[src/rtl/xms_pkg.sv]
package xms_pkg;
  localparam int MASK_W = 8;
  localparam int ID_W   = 16;
  localparam int CODE_W = 8;
  localparam int FAM_N  = 3;
  localparam int IDX_W  = $clog2(MASK_W);
  localparam int SAFE_ULTRA_TOP = 2;

  typedef logic [CODE_W-1:0] code_t;
  typedef logic [MASK_W-1:0] mask_t;

  localparam code_t SW_BASE = 8'h10;
  localparam code_t MW_BASE = 8'h20;
  localparam code_t UD_BASE = 8'h40;
  localparam code_t NO_MODE = '0;

  // {hit, index of highest set bit}
  function automatic logic [IDX_W:0] top_bit(input mask_t m);
    logic [IDX_W:0] r;
    r = '0;
    for (int i = 0; i < MASK_W; i++)
      if (m[i]) r = {1'b1, IDX_W'(i)};
    return r;
  endfunction

  // singleword mask from the legacy timing word
  function automatic mask_t legacy_mask(input logic [ID_W-1:0] tw, input mask_t host);
    logic [7:0] m;
    m = tw[7:0];
    if (tw != '0 && m <= 8'd2)
      return ((MASK_W'(2) << m) - MASK_W'(1)) & host;
    return '0;
  endfunction

  function automatic code_t code_min(input code_t a, input code_t b);
    return (a < b) ? a : b;
  endfunction
endpackage

[src/rtl/xms_family_masks.sv]
module xms_family_masks
  import xms_pkg::*;
(
  input  logic [2:1]      id_valid_bits,
  input  logic [ID_W-1:0] id_ultra,
  input  logic [ID_W-1:0] id_mword,
  input  logic [ID_W-1:0] id_sword,
  input  logic [ID_W-1:0] id_legacy_tm,
  input  mask_t           host_ultra_mask,
  input  mask_t           host_mword_mask,
  input  mask_t           host_sword_mask,
  input  logic            cable80,
  input  code_t           req_mode,
  output mask_t           mask_ultra,
  output mask_t           mask_mword,
  output mask_t           mask_sword,
  output logic            cap_hit
);
  localparam code_t CAP_ABOVE = UD_BASE + code_t'(SAFE_ULTRA_TOP);
  localparam mask_t SAFE_KEEP = mask_t'((1 << (SAFE_ULTRA_TOP + 1)) - 1);
  localparam mask_t FAST_BITS = mask_t'(8'h78);

  mask_t ultra_raw;

  assign ultra_raw  = id_valid_bits[2] ? (host_ultra_mask & id_ultra[MASK_W-1:0]) : '0;
  assign cap_hit    = (req_mode > CAP_ABOVE) && ((ultra_raw & FAST_BITS) != '0) && !cable80;
  assign mask_ultra = cap_hit ? (ultra_raw & SAFE_KEEP) : ultra_raw;

  assign mask_mword = id_valid_bits[1] ? (host_mword_mask & id_mword[MASK_W-1:0]) : '0;

  always_comb begin
    if (id_valid_bits[1])
      mask_sword = host_sword_mask & id_sword[MASK_W-1:0];
    else
      mask_sword = legacy_mask(id_legacy_tm, host_sword_mask);
  end
endmodule

[src/rtl/xms_id_check.sv]
module xms_id_check
  import xms_pkg::*;
(
  input  logic [2:1]      id_valid_bits,
  input  logic [ID_W-1:0] id_ultra,
  input  logic [ID_W-1:0] id_mword,
  input  logic [ID_W-1:0] id_sword,
  output logic            id_bad
);
  logic u_sel, m_sel, s_sel;

  assign u_sel = |id_ultra[ID_W-1:MASK_W];
  assign m_sel = |id_mword[ID_W-1:MASK_W];
  assign s_sel = |id_sword[ID_W-1:MASK_W];

  always_comb begin
    if (id_valid_bits[2])      id_bad = u_sel && m_sel;
    else if (id_valid_bits[1]) id_bad = m_sel && s_sel;
    else                       id_bad = 1'b0;
  end
endmodule

[src/rtl/xms_pick.sv]
module xms_pick
  import xms_pkg::*;
(
  input  logic [FAM_N-1:0][MASK_W-1:0] fam_mask,  // index 0 = highest priority
  input  logic [FAM_N-1:0][CODE_W-1:0] fam_base,
  input  code_t                        req_mode,
  output code_t                        sel_code,
  output logic [FAM_N-1:0]             fam_ok
);
  code_t fam_code [FAM_N];

  for (genvar f = 0; f < FAM_N; f++) begin : g_fam
    logic [IDX_W:0] tb;
    assign tb          = top_bit(fam_mask[f]);
    assign fam_ok[f]   = (req_mode >= fam_base[f]) && tb[IDX_W];
    assign fam_code[f] = fam_base[f] + code_t'(tb[IDX_W-1:0]);
  end

  always_comb begin
    sel_code = NO_MODE;
    for (int f = FAM_N - 1; f >= 0; f--)
      if (fam_ok[f]) sel_code = fam_code[f];
  end
endmodule

[src/rtl/xfer_mode_sel.sv]
module xfer_mode_sel
  import xms_pkg::*;
(
  input  logic              clk,
  input  logic              rst_n,
  input  logic              compute,
  input  logic [CODE_W-1:0] req_mode,
  input  logic [2:1]        id_valid_bits,
  input  logic [ID_W-1:0]   id_ultra,
  input  logic [ID_W-1:0]   id_mword,
  input  logic [ID_W-1:0]   id_sword,
  input  logic [ID_W-1:0]   id_legacy_tm,
  input  logic [MASK_W-1:0] host_ultra_mask,
  input  logic [MASK_W-1:0] host_mword_mask,
  input  logic [MASK_W-1:0] host_sword_mask,
  input  logic              cable80,
  input  logic              is_disk,
  input  logic              host_no_pkt_dma,
  output logic [CODE_W-1:0] mode,
  output logic              no_dma,
  output logic              valid
);
  mask_t            mask_ultra, mask_mword, mask_sword;
  logic             cap_hit, id_bad, pkt_block;
  code_t            sel_code, next_code;
  logic [FAM_N-1:0] fam_ok;
  logic [FAM_N-1:0][MASK_W-1:0] fam_mask;
  logic [FAM_N-1:0][CODE_W-1:0] fam_base;

  xms_family_masks u_masks (
    .id_valid_bits   (id_valid_bits),
    .id_ultra        (id_ultra),
    .id_mword        (id_mword),
    .id_sword        (id_sword),
    .id_legacy_tm    (id_legacy_tm),
    .host_ultra_mask (host_ultra_mask),
    .host_mword_mask (host_mword_mask),
    .host_sword_mask (host_sword_mask),
    .cable80         (cable80),
    .req_mode        (req_mode),
    .mask_ultra      (mask_ultra),
    .mask_mword      (mask_mword),
    .mask_sword      (mask_sword),
    .cap_hit         (cap_hit)
  );

  xms_id_check u_idchk (
    .id_valid_bits (id_valid_bits),
    .id_ultra      (id_ultra),
    .id_mword      (id_mword),
    .id_sword      (id_sword),
    .id_bad        (id_bad)
  );

  assign fam_mask = {mask_sword, mask_mword, mask_ultra};
  assign fam_base = {SW_BASE, MW_BASE, UD_BASE};

  xms_pick u_pick (
    .fam_mask (fam_mask),
    .fam_base (fam_base),
    .req_mode (req_mode),
    .sel_code (sel_code),
    .fam_ok   (fam_ok)
  );

  assign pkt_block = !is_disk && host_no_pkt_dma;
  assign next_code = (pkt_block || id_bad) ? NO_MODE : code_min(sel_code, req_mode);

  always_ff @(posedge clk or negedge rst_n) begin
    if (!rst_n) begin
      mode   <= NO_MODE;
      no_dma <= 1'b1;
      valid  <= 1'b0;
    end else begin
      valid <= compute;
      if (compute) begin
        mode   <= next_code;
        no_dma <= (next_code == NO_MODE);
      end
    end
  end
endmodule

[config.mk]
export PLATFORM = sky130hd
export DESIGN_NAME = xfer_mode_sel
export DESIGN_NICKNAME = d
export VERILOG_FILES = /design/src/rtl/xms_pkg.sv /design/src/rtl/xms_family_masks.sv /design/src/rtl/xms_id_check.sv /design/src/rtl/xms_pick.sv /design/src/rtl/xfer_mode_sel.sv
export SDC_FILE = /design/constraint.sdc
export NUM_CORES = 1
export LEC_CHECK = 0
export ABC_AREA = 1
export BUFFER_PORTS_ARGS = -buffer_cell sky130_fd_sc_hd__buf_2
export CAP_MARGIN = 20
export CORE_ASPECT_RATIO = 0.7
export CORE_UTILIZATION = 45
export CTS_CLUSTER_SIZE = 14
export DETAILED_ROUTE_END_ITERATION = 10
export GPL_TIMING_DRIVEN = 0
export PLACE_DENSITY = 0.87
export SLEW_MARGIN = 20
export SYNTH_ARGS = -nofsm -noshare
export SYNTH_HDL_FRONTEND = slang
export SYNTH_SLANG_ARGS = --single-unit
[constraint.sdc]
create_clock -name clk -period 2.2 [get_ports clk]
set_clock_uncertainty 0.15 [all_clocks]
set_input_delay 0.22 -clock clk [delete_from_list [all_inputs] [get_ports clk]]
set_output_delay 0.22 -clock clk [all_outputs]
set_load 0.005 [all_outputs]
### Yosys cells after proc, flatten, opt, wreduce, memory -nomap -nowiden

Index checks and enable logic that the tools add are counted.

* $add $sub $neg: 4
* $mul: 0
* divide/modulo/power cells: 0
* magnitude comparators: 6
* equality and inequality tests: 0
* shift-type cells: 1
* mux-type cells: 39
* bitwise operators: 4
* reductions and logical operators: 18

Operators with widths (number)
* 4-bit 2-to-1 mux: 24
* 8-bit 2-to-1 mux: 11
* 8-bit bitwise AND: 4
* 8-bit OR reduction: 3
* 16-bit nonzero test: 1
* 1-bit logical AND: 9
* 7-bit by 3-bit adder with 8-bit output (first input constant): 1
* 8-bit by 5-bit greater-or-equal comparator with 1-bit output (second input constant): 1
* 8-bit by 6-bit greater-or-equal comparator with 1-bit output (second input constant): 1
* 8-bit by 7-bit greater-or-equal comparator with 1-bit output (second input constant): 1
* 8-bit by 7-bit > comparator with 1-bit output (second input constant): 1
* 8-bit by 2-bit <= comparator with 1-bit output (second input constant): 1
* 8-bit zero test: 1
* 8-bit less-than comparator: 1
* 8-bit nonzero test: 1
* 2-bit by 8-bit << shifter with 8-bit output (first input constant): 1
* 8-bit by 1-bit subtractor with 8-bit output (second input constant): 1
* 6-bit by 3-bit adder with 7-bit output (first input constant): 1
* 5-bit by 3-bit adder with 6-bit output (first input constant): 1
* 1-bit 2-to-1 mux: 4
* 1-bit zero test: 2
* 1-bit logical OR: 1

* register bits after elaboration: 10
* latch bits: 0
* RAM bits: 0
* ROM bits: 0
* memories: 0

### Depth between registers and ports, before layout

* depth after elaboration: 22
* gate-level depth with buffers: 30
* mapped depth without buffers: 30

### Cells and area by module

A second synthesis with hierarchy kept.

* cells, all modules: 521
* area total of the unflattened synthesis: 2996.6 um^2

By module, submodules not included
* xms_pick: instances 1, cells each 276, area each 1606.5 um^2
* xfer_mode_sel: instances 1, cells each 104, area each 752.0 um^2
* xms_family_masks: instances 1, cells each 118, area each 546.8 um^2
* xms_id_check: instances 1, cells each 23, area each 91.3 um^2

### Worst setup path after synthesis

No wires, ideal clock.

* path type: input to register
* start: input id_legacy_tm[4]
* end: register no_dma
* data arrival time: 2842 ps
* data required time: 1975 ps
* setup slack: -868 ps
* cell stages on the path: 26
* buffers on the path: 0
* cell sequence: nor2_1 nand2_1 inv_2 nand3_1 ha_1 inv_1 nor2_1 nand2_1 nand2_1 nand3_1 nand2_1 nor2_1 nand2_1 nand2_1 nand2_1 nand2_1 inv_1 ha_1 a21oi_1 nor2_1 a21oi_1 nand3_1 a21oi_1 nor2_1 nand2_1 nand2_1

* longest elaborated chain between the ends: 22

RTL lines
* from (decl): RTL line xfer_mode_sel.sv:12 `input logic [ID_W-1:0] id_legacy_tm,`
* 2-bit by 8-bit << shifter with 8-bit output, or another cell as far along: RTL line xms_pkg.sv:31 `return ((MASK_W'(2) << m) - MASK_W'(1)) & host;`
* 8-bit by 1-bit subtractor with 8-bit output / 1-bit logical AND (equally long branches): RTL line xms_pkg.sv:31, xms_pkg.sv:30
* 8-bit bitwise AND / 1-bit 2-to-1 mux (equally long branches): RTL line xms_pkg.sv:31, xms_pkg.sv:30
* 8-bit 2-to-1 mux / 1-bit 2-to-1 mux (equally long branches): RTL line xms_pkg.sv:30, xms_family_masks.sv:32
* 8-bit 2-to-1 mux (*): RTL line xms_pkg.sv:32 `return '0;`
* 8-bit 2-to-1 mux (*): RTL line xms_family_masks.sv:32 `if (id_valid_bits[1])`
* 4-bit 2-to-1 mux (7 in a row): RTL line xms_pkg.sv:22 `if (m[i]) r = {1'b1, IDX_W'(i)};`
* 4-bit 2-to-1 mux (*): RTL line xms_pkg.sv:22
* parallel branches: the longest is 1 deep, another holds 5-bit by 3-bit adder with 6-bit output
* 8-bit 2-to-1 mux (*) (3 in a row): RTL line xms_pick.sv:22 `if (fam_ok[f]) sel_code = fam_code[f];`
* 8-bit less-than comparator: RTL line xms_pkg.sv:36 `return (a < b) ? a : b;`
* 8-bit 2-to-1 mux (*): RTL line xms_pkg.sv:36
* 8-bit 2-to-1 mux (*): RTL line xfer_mode_sel.sv:67 `assign next_code = (pkt_block || id_bad) ? NO_MODE : code_min(sel_code, req_mode);`
* 8-bit zero test (*): RTL line xfer_mode_sel.sv:78 `no_dma <= (next_code == NO_MODE);`
* to (signal assigned): RTL line xfer_mode_sel.sv:78
* to (decl): RTL line xfer_mode_sel.sv:20 `output logic no_dma,`

Mark *: on every way between the ends. The select of a mux whose other input is x is not followed.
A chain may end at the register's enable or synchronous reset.

### Worst setup path in the final report

* start: input id_legacy_tm[2]
* end: register no_dma

The elaborated chain is that of the path after synthesis.

==> impl_metrics.json <==
{
  "io_pins": 114,
  "crit_arrival_ns": 3.12,
  "grt_usage_pct": 30.2,
  "final_antenna_net_count": 0,
  "async_flop_share_pct": 100,
  "fin_hold_ws_ns": 0.0180,
  "fill_cells": 227,
  "final_cell_mix": "106 x buf_2, 70 x nand2_1, 35 x inv_1",
  "clock_latency_ns": 0.24,
  "core_um2": 3250,
  "diodes": 0,
  "relSlewSlack_pct": 63.2,
  "grt_pass1_wl_um": 8890,
  "tns_ns": -6.04,
  "grt_setup_unrepaired": "yes",
  "ys_ff_latch": 10,
  "synth_edf_count": 0,
  "crit_type": "input port to flip-flop",
  "hp-class": "input port to flip-flop",
  "peakVddDrop_uv": 311,
  "powerDensity_nw_per_um2": 369,
  "path_delay_family": "simple AND/OR/NAND/NOR gates",
  "synth-warning-count": 0,
  "dieArea_um2": 3760,
  "antenna_found_initial": 0,
  "min_period_over_period_pct": 141,
  "finalWorstSetupSlack_ns": -0.892,
  "place_congestion": 0.879,
  "synth_ff_type": "dfrtp_1",
  "cts_max_level": 1,
  "drcViolationCount": 0,
  "endpoint_kind": "flip-flop",
  "grt_max_degree": 11,
  "port_buffers": 112,
  "cts_sinks": 10,
  "p_total_mw": 0.986,
  "drt_iter0_markers": 248,
  "cts_tree": "yes",
  "tightest_slew_ns": 0.546,
  "cp_data_required_time_ns": 2.23,
  "cts_made_buffers": 3,
  "path_buf_inv": 3,
  "grt_pass1_vias": 2100,
  "violations": "negative setup slack",
  "rows": 17,
  "synth_nets": 396,
  "slowest_stage": "ha_1",
  "cpMostUsedCell": "nand2_1",
  "start_util_pct": 48.6,
  "seq_area_frac_synth_pct": 15.9,
  "drive_above_1_share_pct": 49.5,
  "die_h_um": 51.6,
  "area_delta_synth_final_pct": 68.7,
  "viasPerCell": 5.25,
  "leakage_nw": 1.52,
  "clock_path_buffers": 2,
  "place_ws_ns": -1.04,
  "routedWlPerCell_um": 12.9,
  "max_stage_delay_ns": 0.32,
  "setup_violations": 8,
  "cp_max_fo": 7,
  "overflow": 0,
  "fin_nets": 525,
  "utilization_pct": 82.0,
  "crit_path_start_kind": "input port",
  "period_minus_slack_ns": 3.09,
  "hold_viol": 0,
  "status": "finished, violations left",
  "finalWirelength_um": 5940,
  "syn_area_um2": 1580,
  "drt-pass1-iter-count": 5,
  "cts_root_buf": "clkbuf_8",
  "syn_inst": 286,
  "vias": 2422,
  "die_w_um": 72.9,
  "syn_area_per_cell_um2": 5.53,
  "dpl.hpwl_um": 4160,
  "timing.final.max_slew_violations": 0,
  "layout_commonest_cell": "buf_2",
  "drv_cap": 0,
  "path_clk_slew_ns": 0.05,
  "synth.distinct_cells": 33,
  "clock.fmax_mhz": 323
}
## repair_timing
action / CTS / global route
setup endpoints to repair: 8 / 8
endpoints found under the hold margin: 10 / 0
setup buffers: 6 / 5
pin swaps: 33 / 31
gates resized for setup: 33 / 34
hold buffers: 1 / 0
## state kept, by name (all words and copies together), names as in the netlist
register,cells
mode,8
no_dma,1
valid,1
## per-layer routing
layer,part of all wire [%],GRT usage (%),up-vias
met2,44,50.3,169
met4,2.1,9.48,0
li1,-,-,1189
met1,43,38.4,1042
met3,10,7.56,22
met5,0,0,-
## cell usage after synthesis (3+ instances only)
library cell / number / share of area (%)
nand3_1: 41 / 13
nand4_1: 4 / 1.6
nor4_1: 5 / 2.0
o21ai_0: 5 / 1.6
o21ai_1: 6 / 1.9
a21oi_1: 9 / 2.8
inv_1: 40 / 9.5
nand2_2: 7 / 2.8
dfrtp_1: 9 / 14
inv_2: 3 / 0.71
ha_1: 6 / 4.7
nor2_1: 35 / 8.3
nand2_1: 90 / 21
## report_power, final
part / total, mW / switching, mW / internal [mW] / leakage [nW]
registers: 0.217 / 0.00991 / 0.207 / 0.130
logic: 0.570 / 0.319 / 0.250 / 1.37
clock network: 0.200 / 0.0729 / 0.127 / 0.0228
total: 0.986 / 0.402 / 0.584 / 1.52
## area by class of cell
type / count / area [µm²] / share of cell area [%]
plain buffers: 4 / 25.0 / 0.937
repair buffers: 124 / 716 / 26.8
flip-flops and latches: 10 / 251 / 9.42
inverters: 43 / 166 / 6.23
clock buffers: 4 / 45.0 / 1.69
multi-input cells: 229 / 1410 / 52.7
well taps: 47 / 58.8 / 2.20
## path summary, 6_finish.rpt
| kind | start | end | slack (ns) | cells past startpoint |
|---|---|---|---|---|
| max in group asynchronous | rst_n | no_dma | 1.41 | 2 |
| worst max register to register | no_dma | no_dma | 1.29 | 2 |
| worst min register to register | mode[1] | mode[1] | 0.33 | 2 |
| worst min-delay path | compute | valid | 0.02 | 1 |
| worst max-delay path | id_legacy_tm[2] | no_dma | -0.89 | 30 |
| min in group asynchronous | rst_n | mode[1] | 0.23 | 2 |
## through the flow
step	cell area (µm²)	std cells
floorplan	1660	286
global placement	2280	445
detailed placement	2280	445
CTS	2500	456
global route	2670	461
finish	2670	461
## cell families after synthesis
logic type                 after synthesis  share of synthesized area, %
adders and majority gates                6                          4.74
and+or+nand+nor                        191                          54.5
AOI/OAI and AO/OA                       32                          13.0
buffers and inverters                   47                          11.8
DFF                                     10                          15.9
(Power assumes the default switching activity.)
